[config.mk]
export PLATFORM = sky130hd
export DESIGN_NAME = tx_reset_seq
export DESIGN_NICKNAME = d
export VERILOG_FILES = /design/src/rtl/tx_rst_pkg.sv /design/src/rtl/tx_rst_sync.sv /design/src/rtl/tx_rst_datapath.sv /design/src/rtl/tx_rst_ctrl.sv /design/src/rtl/tx_reset_seq.sv
export SDC_FILE = /design/constraint.sdc
export NUM_CORES = 1
export LEC_CHECK = 0
export BUFFER_PORTS_ARGS = -buffer_cell sky130_fd_sc_hd__buf_2
export CAP_MARGIN = 20
export CORE_MARGIN = 2
export CORE_UTILIZATION = 50
export CTS_CLUSTER_DIAMETER = 50
export DETAILED_ROUTE_END_ITERATION = 12
export PLACE_DENSITY_LB_ADDON = 0.3
export SYNTH_ARGS = -nofsm -noshare
export SYNTH_HDL_FRONTEND = slang
export SYNTH_HIERARCHICAL = 1
export SYNTH_SLANG_ARGS = --single-unit
export TNS_END_PERCENT = 10
[constraint.sdc]
create_clock -name clk -period 1.4 [get_ports clk]
set_input_delay 0 -clock clk [delete_from_list [all_inputs] [get_ports clk]]
set_output_delay 0 -clock clk [all_outputs]
set_load 0.005 [all_outputs]
[src/rtl/tx_rst_pkg.sv]
package tx_rst_pkg;

  typedef enum logic [2:0] {
    ST_PDN, ST_WAIT, ST_ANA, ST_DIG, ST_RELOCK, ST_RUN
  } seqState_t;

  typedef enum logic [1:0] {LD_PDN, LD_ANA, LD_DIG} loadSel_t;

  // strobes from control to datapath
  typedef struct packed {
    logic     load;
    loadSel_t sel;
    logic     dec;
  } cntCmd_t;

  // round a nanosecond duration up to whole cycles, never below one
  function automatic int unsigned nsToCyc(int unsigned ns, int unsigned mhz, bit fast);
    longint unsigned prod;
    longint unsigned c;
    prod = longint'(ns) * longint'(mhz);
    c = (prod + 999) / 1000;
    if (c < 1) c = 1;
    if (fast) c = (c + 15) / 16;
    if (c < 1) c = 1;
    return int'(c);
  endfunction

  // hysteresis may be zero, which means no filter
  function automatic int unsigned hystCyc(int unsigned ns, int unsigned mhz, bit fast);
    if (ns == 0) return 0;
    return nsToCyc(ns, mhz, fast);
  endfunction

endpackage

[src/rtl/tx_rst_sync.sv]
module tx_rst_sync #(
  parameter int STAGES = 2,
  parameter bit ENABLE = 1'b1
) (
  input  logic clk,
  input  logic rstIn,
  output logic rstOut
);
  generate
    if (ENABLE) begin : g_sync
      logic [STAGES-1:0] chain;
      always_ff @(posedge clk or posedge rstIn) begin
        if (rstIn) chain <= '1;
        else       chain <= {chain[STAGES-2:0], 1'b0};
      end
      assign rstOut = chain[STAGES-1];
    end else begin : g_direct
      assign rstOut = rstIn;
    end
  endgenerate
endmodule

[src/rtl/tx_rst_datapath.sv]
module tx_rst_datapath
  import tx_rst_pkg::*;
#(
  parameter int CNT_W    = 8,
  parameter int PDN_CYC  = 50,
  parameter int ANA_CYC  = 10,
  parameter int DIG_CYC  = 5,
  parameter int HYST_CYC = 10,
  parameter int HYST_W   = 4
) (
  input  logic    clk,
  input  logic    rstInt,
  input  logic    pllLocked,
  input  cntCmd_t cmd,
  output logic    cntDone,
  output logic    lockOk
);
  logic [CNT_W-1:0] durCnt;

  // shared duration counter, reloaded per phase by the control
  always_ff @(posedge clk or posedge rstInt) begin
    if (rstInt) begin
      durCnt <= CNT_W'(PDN_CYC);
    end else if (cmd.load) begin
      case (cmd.sel)
        LD_ANA:  durCnt <= CNT_W'(ANA_CYC);
        LD_DIG:  durCnt <= CNT_W'(DIG_CYC);
        default: durCnt <= CNT_W'(PDN_CYC);
      endcase
    end else if (cmd.dec && durCnt > CNT_W'(1)) begin
      durCnt <= durCnt - CNT_W'(1);
    end
  end

  assign cntDone = (durCnt <= CNT_W'(1));

  // lock hysteresis filter
  generate
    if (HYST_CYC == 0) begin : g_nofilt
      assign lockOk = pllLocked;
    end else begin : g_filt
      logic [HYST_W-1:0] hystCnt;
      always_ff @(posedge clk or posedge rstInt) begin
        if (rstInt)                            hystCnt <= '0;
        else if (!pllLocked)                   hystCnt <= '0;
        else if (hystCnt != HYST_W'(HYST_CYC)) hystCnt <= hystCnt + HYST_W'(1);
      end
      assign lockOk = (hystCnt == HYST_W'(HYST_CYC));
    end
  endgenerate
endmodule

[src/rtl/tx_rst_ctrl.sv]
module tx_rst_ctrl
  import tx_rst_pkg::*;
(
  input  logic      clk,
  input  logic      rstInt,
  input  logic      cntDone,
  input  logic      lockOk,
  input  logic      manualEff,
  output cntCmd_t   cmd,
  output seqState_t state
);
  seqState_t nextState;

  always_ff @(posedge clk or posedge rstInt) begin
    if (rstInt) state <= ST_PDN;
    else        state <= nextState;
  end

  always_comb begin
    nextState = state;
    cmd = '{load: 1'b0, sel: LD_PDN, dec: 1'b0};
    case (state)
      ST_PDN: begin
        if (cntDone) nextState = ST_WAIT;
        else         cmd.dec = 1'b1;
      end
      ST_WAIT: begin
        if (lockOk) begin
          nextState = ST_ANA;
          cmd.load = 1'b1;
          cmd.sel = LD_ANA;
        end
      end
      ST_ANA: begin
        if (!lockOk) begin
          nextState = ST_WAIT;
        end else if (cntDone) begin
          nextState = ST_DIG;
          cmd.load = 1'b1;
          cmd.sel = LD_DIG;
        end else begin
          cmd.dec = 1'b1;
        end
      end
      ST_RELOCK: begin
        if (lockOk) begin
          nextState = ST_DIG;
          cmd.load = 1'b1;
          cmd.sel = LD_DIG;
        end
      end
      ST_DIG: begin
        if (!lockOk)      nextState = ST_RELOCK;
        else if (cntDone) nextState = ST_RUN;
        else              cmd.dec = 1'b1;
      end
      ST_RUN: begin
        if (!lockOk && !manualEff) nextState = ST_RELOCK;
      end
      default: nextState = ST_PDN;
    endcase
  end
endmodule

[src/rtl/tx_reset_seq.sv]
module tx_reset_seq
  import tx_rst_pkg::*;
#(
  parameter int NUM_CH       = 2,
  parameter int CLK_MHZ      = 50,
  parameter int PDN_NS       = 1000,
  parameter int ANA_NS       = 200,
  parameter int DIG_NS       = 100,
  parameter int LOCK_HYST_NS = 200,
  parameter bit SYNC_RST     = 1'b1,
  parameter bit FAST_SIM     = 1'b0,
  parameter int MODE         = 2
) (
  input  logic              clk,
  input  logic              rstIn,
  input  logic              pllLocked,
  input  logic              manualSel,
  output logic              pllPowerDown,
  output logic [NUM_CH-1:0] txAnalogReset,
  output logic [NUM_CH-1:0] txDigitalReset,
  output logic [NUM_CH-1:0] txReady
);
  localparam int PDN_CYC  = int'(nsToCyc(PDN_NS, CLK_MHZ, FAST_SIM));
  localparam int ANA_CYC  = int'(nsToCyc(ANA_NS, CLK_MHZ, FAST_SIM));
  localparam int DIG_CYC  = int'(nsToCyc(DIG_NS, CLK_MHZ, FAST_SIM));
  localparam int HYST_CYC = int'(hystCyc(LOCK_HYST_NS, CLK_MHZ, FAST_SIM));
  localparam int MAX_AD   = (ANA_CYC > DIG_CYC) ? ANA_CYC : DIG_CYC;
  localparam int MAX_CYC  = (PDN_CYC > MAX_AD) ? PDN_CYC : MAX_AD;
  localparam int CNT_W    = $clog2(MAX_CYC + 1);
  localparam int HYST_W   = (HYST_CYC < 2) ? 1 : $clog2(HYST_CYC + 1);

  logic      rstInt;
  logic      cntDone;
  logic      lockOk;
  logic      manualEff;
  cntCmd_t   cmd;
  seqState_t state;
  logic      anaOn;
  logic      digOn;
  logic      runOn;

  tx_rst_sync #(.STAGES(2), .ENABLE(SYNC_RST)) sync_i (
    .clk(clk), .rstIn(rstIn), .rstOut(rstInt)
  );

  tx_rst_datapath #(
    .CNT_W(CNT_W), .PDN_CYC(PDN_CYC), .ANA_CYC(ANA_CYC),
    .DIG_CYC(DIG_CYC), .HYST_CYC(HYST_CYC), .HYST_W(HYST_W)
  ) dp_i (
    .clk(clk), .rstInt(rstInt), .pllLocked(pllLocked),
    .cmd(cmd), .cntDone(cntDone), .lockOk(lockOk)
  );

  tx_rst_ctrl ctrl_i (
    .clk(clk), .rstInt(rstInt), .cntDone(cntDone), .lockOk(lockOk),
    .manualEff(manualEff), .cmd(cmd), .state(state)
  );

  assign manualEff = (MODE == 1) || ((MODE == 2) && manualSel);

  assign pllPowerDown = (state == ST_PDN);
  assign anaOn = (state == ST_PDN) || (state == ST_WAIT) || (state == ST_ANA);
  assign digOn = (state != ST_RUN);
  assign runOn = (state == ST_RUN);

  generate
    for (genvar ch = 0; ch < NUM_CH; ch++) begin : g_ch
      assign txAnalogReset[ch]  = anaOn;
      assign txDigitalReset[ch] = digOn;
      assign txReady[ch]        = runOn;
    end
  endgenerate
endmodule

== After elaboration in Yosys (flattened, before gate mapping) ==
Cells that the tools add are included.
Word-level totals
  register bits after elaboration: 15
  output and inout port bits: 7
Cells by class
  reductions and logical operators: 9
  mux-type cells: 22
  order comparisons: 2
  add/subtract/negate cells: 2
  eq/ne operators: 17
Operators by type and width (count)
  $mux W3: 11
  $pmux W3 S6: 1
  $mux W4: 3
  $mux W6: 2
  $pmux W6 S2: 1
  $ne A2 B1 Y1 const B: 5
  $ne A3 B3 Y1 const B: 3
  $pmux W3 S3: 1
  $eq A3 B2 Y1 const B: 2
  $eq A3 B3 Y1 const B: 2
  $gt A6 B1 Y1 const B: 1
  $le A6 B1 Y1 const B: 1
  $reduce_and A6 Y1: 1
  $sub A6 B1 Y6 const B: 1
  $add A4 B1 Y4 const B: 1
  $eq A4 B4 Y1 const B: 1
  $ne A4 B4 Y1 const B: 1
  $eq A3 B1 Y1 const B: 1
  $logic_not A3 Y1: 1
  $pmux W1 S3: 1
  $eq A2 B1 Y1 const B: 1
  $eq A2 B2 Y1 const B: 1
  $logic_and A1 B1 Y1: 2
  $logic_not A1 Y1: 2
  other kinds (3): 5

== Longest topological paths before layout ==
  depth in word-level cells: 7
  depth in mapped cells: 11
  depth with buffers taken out: 11

== Cells and area by module ==
Netlist, hierarchy kept.
By module, submodules not included
  tx_rst_datapath: cells an instance 72, times used 1, area each 685.7 µm², seq. area each 254.0 µm²
  tx_rst_ctrl: cells an instance 30, times used 1, area each 239.0 µm², seq. area each 75.1 µm²
  tx_reset_seq: cells an instance 10, times used 1, area each 71.3 µm², seq. area each 0.0 µm²
  tx_rst_sync: cells an instance 4, times used 1, area each 60.1 µm², seq. area each 52.6 µm²

== Worst setup path after synthesis ==
OpenSTA, ideal clock, no wires.
  path type: register to register
  start point: register dp_i.durCnt[1]
  end point: register dp_i.durCnt[4]
  clock period less this slack: 2365 ps
  data arrival time: 2288 ps
  cell stages (with the launch flop): 10
  setup slack: -965 ps
  cells stage by stage: dfstp_2 inv_1 ha_1 nor2_1 nor3_1 nor3_1 buf_4 nand2_1 or4_2 a31oi_1
RTL lines
  from (decl): RTL line tx_rst_datapath.sv:18  | logic [CNT_W-1:0] durCnt;
  from (signal assigned): RTL line tx_rst_datapath.sv:23  | durCnt <= CNT_W'(PDN_CYC);
  from (signal assigned): RTL line tx_rst_datapath.sv:26  | LD_ANA: durCnt <= CNT_W'(ANA_CYC);
  from (signal assigned): RTL line tx_rst_datapath.sv:27  | LD_DIG: durCnt <= CNT_W'(DIG_CYC);

==> reports/metrics.csv <==
metric,value,unit
mappedNetlistNets,127,
cts_buffer_depth,2,
cts-root-buf,sky130_fd_sc_hd__clkbuf_4,
layout.nets,171,
async_s_r_ff_share_synth,100,%
vdd.ir_drop.worst,606,uV
grt_setup_unrepaired,yes,
max_stage_delay_cell_worst_path,sky130_fd_sc_hd__or3_4,
clk-insertion-delay-late,280,ps
synthesis.yosys.warnings,6,
grt_pass1_wl,3.99,mm
grt_pass1_vias,946,
grtUsageTotal,21.0,%
hold_path_class,in2reg,
hold_violations,0,
outcome,finished with violations,
seq_area_frac_synth,36.1,%
routabilityCongestion,0.873,
n_antenna_cell,0,
synth.cell_area,1060,um^2
cts.clk_slew.worst_paths,90,ps
finalSetupViolations,9,
floorplan.core_area,1980,um^2
data_required_time_of_the_worst_path,1560,ps
worst_setup_path_start_kind,flop,
timing.critical_path.buf_inv,1,
detail_route.first_pass.iterations,6,
post_route_cells_drive_above_1_share,57.9,%
post-place-cells,174,
ctsHtreeMaxLevel,1,
critPathCaptureType,flop,
area_growth_syn_to_layout,52.6,%
grt_antenna_before_repair,0,
cts_sinks,15,
io_pins,11,
power.density_cell_area,588,nW/um^2
cts_tree,yes,
power.leakage,0.000773,uW
fin_crit,2180,ps
max_stage_delay,410,ps
drt-wirelength-per-cell,14.8,um
worstSetupPathType,reg2reg,
dr.first_iter.drc_count,33,
final.setup.worst_slack,-784,ps
chipWidth,50.0,um
instances_no_fill,186,
synth_enable_flop_cells,0,
cts_inserted_buffers,3,
post_synth.cell_area_avg,9.10,um^2
clock.fmax,0.458,GHz
critPathArrivalTime,2350,ps
n_fill_cell,120,
global_route.overflow_total,0,
synthCells,116,
final-max-slew-violation-count,0,
row_count,16,
cp_top_family,simple AND/OR/NAND/NOR gates,
totalWireLength,2.76,mm
finalClockSkew,7.96,ps
yosys.cell_types.count,44,
postSynthRegisterBits,15,
vias,996,
crit_fanout,8,
multi_input_area,773,um^2
grt_max_degree,12,
design.die.area,2500,um^2
finalCritPeriodShare,156,%
route.detailed.vias_per_inst,5.35,
antenna_left,0,
critical_path.cell_chain,"or3_4, nor3_4, a21oi_4, o21bai_4, inv_2, a31oi_4, o41ai_2",
dp_hpwl,1.72,mm
die_h,50.0,um
area.sequential,382,um^2
max_cap_violations,0,
port-buffer-count,10,
worst_hold_slack,30.9,ps
route.detailed.drc,0,
ys_dominant_reg_cell,sky130_fd_sc_hd__dfrtp_1,
violations,setup timing,
starting_utilization_of_the_core_area,53.3,%
==> metal layers <==
metal	GRT usage, %	up-vias	share of wire (%)
li1	-	485	-
met1	25.0	478	44
met2	37.1	25	51
met3	5.15	8	3.0
met4	6.02	0	1.7
met5	0	-	0
==> area by class of cell <==
type                    instances  share of cell area, %
inverters                      13                   3.03
repair buffers                 49                   21.6
multi-input cells              78                   48.0
flip-flops and latches         15                   23.7
well taps                      27                   2.10
clock buffers                   4                   1.63
==> worst paths after layout <==
check                                       startpoint  slack, ps              end  cells past startpoint
worst min-delay path                         manualSel         30  ctrl_i/state[0]                      3
worst max-delay path                    dp_i/durCnt[2]       -780   dp_i/durCnt[3]                      7
max in group asynchronous       sync_i/g_sync.chain[1]        830   dp_i/durCnt[5]                      1
worst max register to register          dp_i/durCnt[2]       -780   dp_i/durCnt[3]                      7
worst min register to register  sync_i/g_sync.chain[1]        120  ctrl_i/state[2]                      1
min in group asynchronous       sync_i/g_sync.chain[1]        120  ctrl_i/state[2]                      1
==> registers in the layout (all words and copies together) (netlist names) <==
| register | cells |
|---|---|
| ctrl_i/state | 3 |
| sync_i/g_sync.chain | 2 |
| dp_i/g_filt.hystCnt | 4 |
| dp_i/durCnt | 6 |
==> synthesized netlist by cell type, types with 2 or more instances <==
cell | instances | share of area [%]
sky130_fd_sc_hd__a21o_1 | 3 | 2.1
sky130_fd_sc_hd__a21oi_1 | 4 | 1.9
sky130_fd_sc_hd__a31oi_1 | 3 | 1.8
sky130_fd_sc_hd__and2_1 | 3 | 1.8
sky130_fd_sc_hd__buf_4 | 7 | 5.0
sky130_fd_sc_hd__dfrtp_1 | 10 | 24
sky130_fd_sc_hd__dfstp_2 | 5 | 12
sky130_fd_sc_hd__ha_1 | 7 | 8.3
sky130_fd_sc_hd__inv_1 | 13 | 4.6
sky130_fd_sc_hd__nand2_1 | 5 | 1.8
sky130_fd_sc_hd__nand2b_1 | 5 | 3.0
sky130_fd_sc_hd__nand3_1 | 2 | 0.95
sky130_fd_sc_hd__nand3b_1 | 2 | 1.4
sky130_fd_sc_hd__nor2_1 | 6 | 2.1
sky130_fd_sc_hd__nor2b_1 | 2 | 1.2
sky130_fd_sc_hd__nor3_1 | 6 | 2.8
sky130_fd_sc_hd__o311a_1 | 2 | 1.9
sky130_fd_sc_hd__o31ai_1 | 3 | 2.1
sky130_fd_sc_hd__xnor2_1 | 2 | 1.7
sky130_fd_sc_hd__xor2_1 | 2 | 1.7
==> where the power goes <==
group	internal [uW]	switching (uW)
Clock	111	129
Combinational	127	113
Sequential	453	14.2
Total	690	257
==> tightest hold or removal path, cell delays in order <==
cell                     delay, ps
sky130_fd_sc_hd__buf_2          80
sky130_fd_sc_hd__a21o_1        100
sky130_fd_sc_hd__a21o_1        100
==> layout by cell type, fill, tap and decap left out, types with 4 or more instances in the layout <==
master and n:
sky130_fd_sc_hd__buf_2 10, sky130_fd_sc_hd__ha_4 5, sky130_fd_sc_hd__dfrtp_1 10, sky130_fd_sc_hd__inv_2 5
sky130_fd_sc_hd__nand2_1 4, sky130_fd_sc_hd__inv_1 8, sky130_fd_sc_hd__dfstp_2 5, sky130_fd_sc_hd__buf_4 37
==> per-stage QoR <==
stage / utilization [%] / total power [uW] / TNS, ps / setup slack, ps / instance area [um^2]
after floorplan: - / 573 / -3900 / -798 / 1100
after global placement: 67.6 / 645 / -4470 / -738 / 1340
after detailed placement: 67.6 / 651 / -4920 / -807 / 1340
after CTS: 72.7 / 917 / -4440 / -776 / 1440
after global routing: 81.3 / 1010 / -5830 / -844 / 1610
final: 81.3 / 947 / -5300 / -784 / 1610
==> kinds of logic after synthesis <==
group           count (synthesis)  synth area share, %
compound gates                 26                 18.5
xor+xnor                        4                 3.32
fa+ha+maj                       7                 8.29
buf+inv                        23                 11.5
flops                          15                 36.1
other cells                     1                0.355
simple gates                   40                 21.9
==> timing repair <==
action,CTS,global route
pin swaps,3,14
setup buffers,2,4
gates cloned,0,0
hold buffers,2,0
endpoints found under the hold margin,5,0
endpoints found under the setup margin,9,9
gates resized for setup,7,27
(Power assumes the default switching activity.)
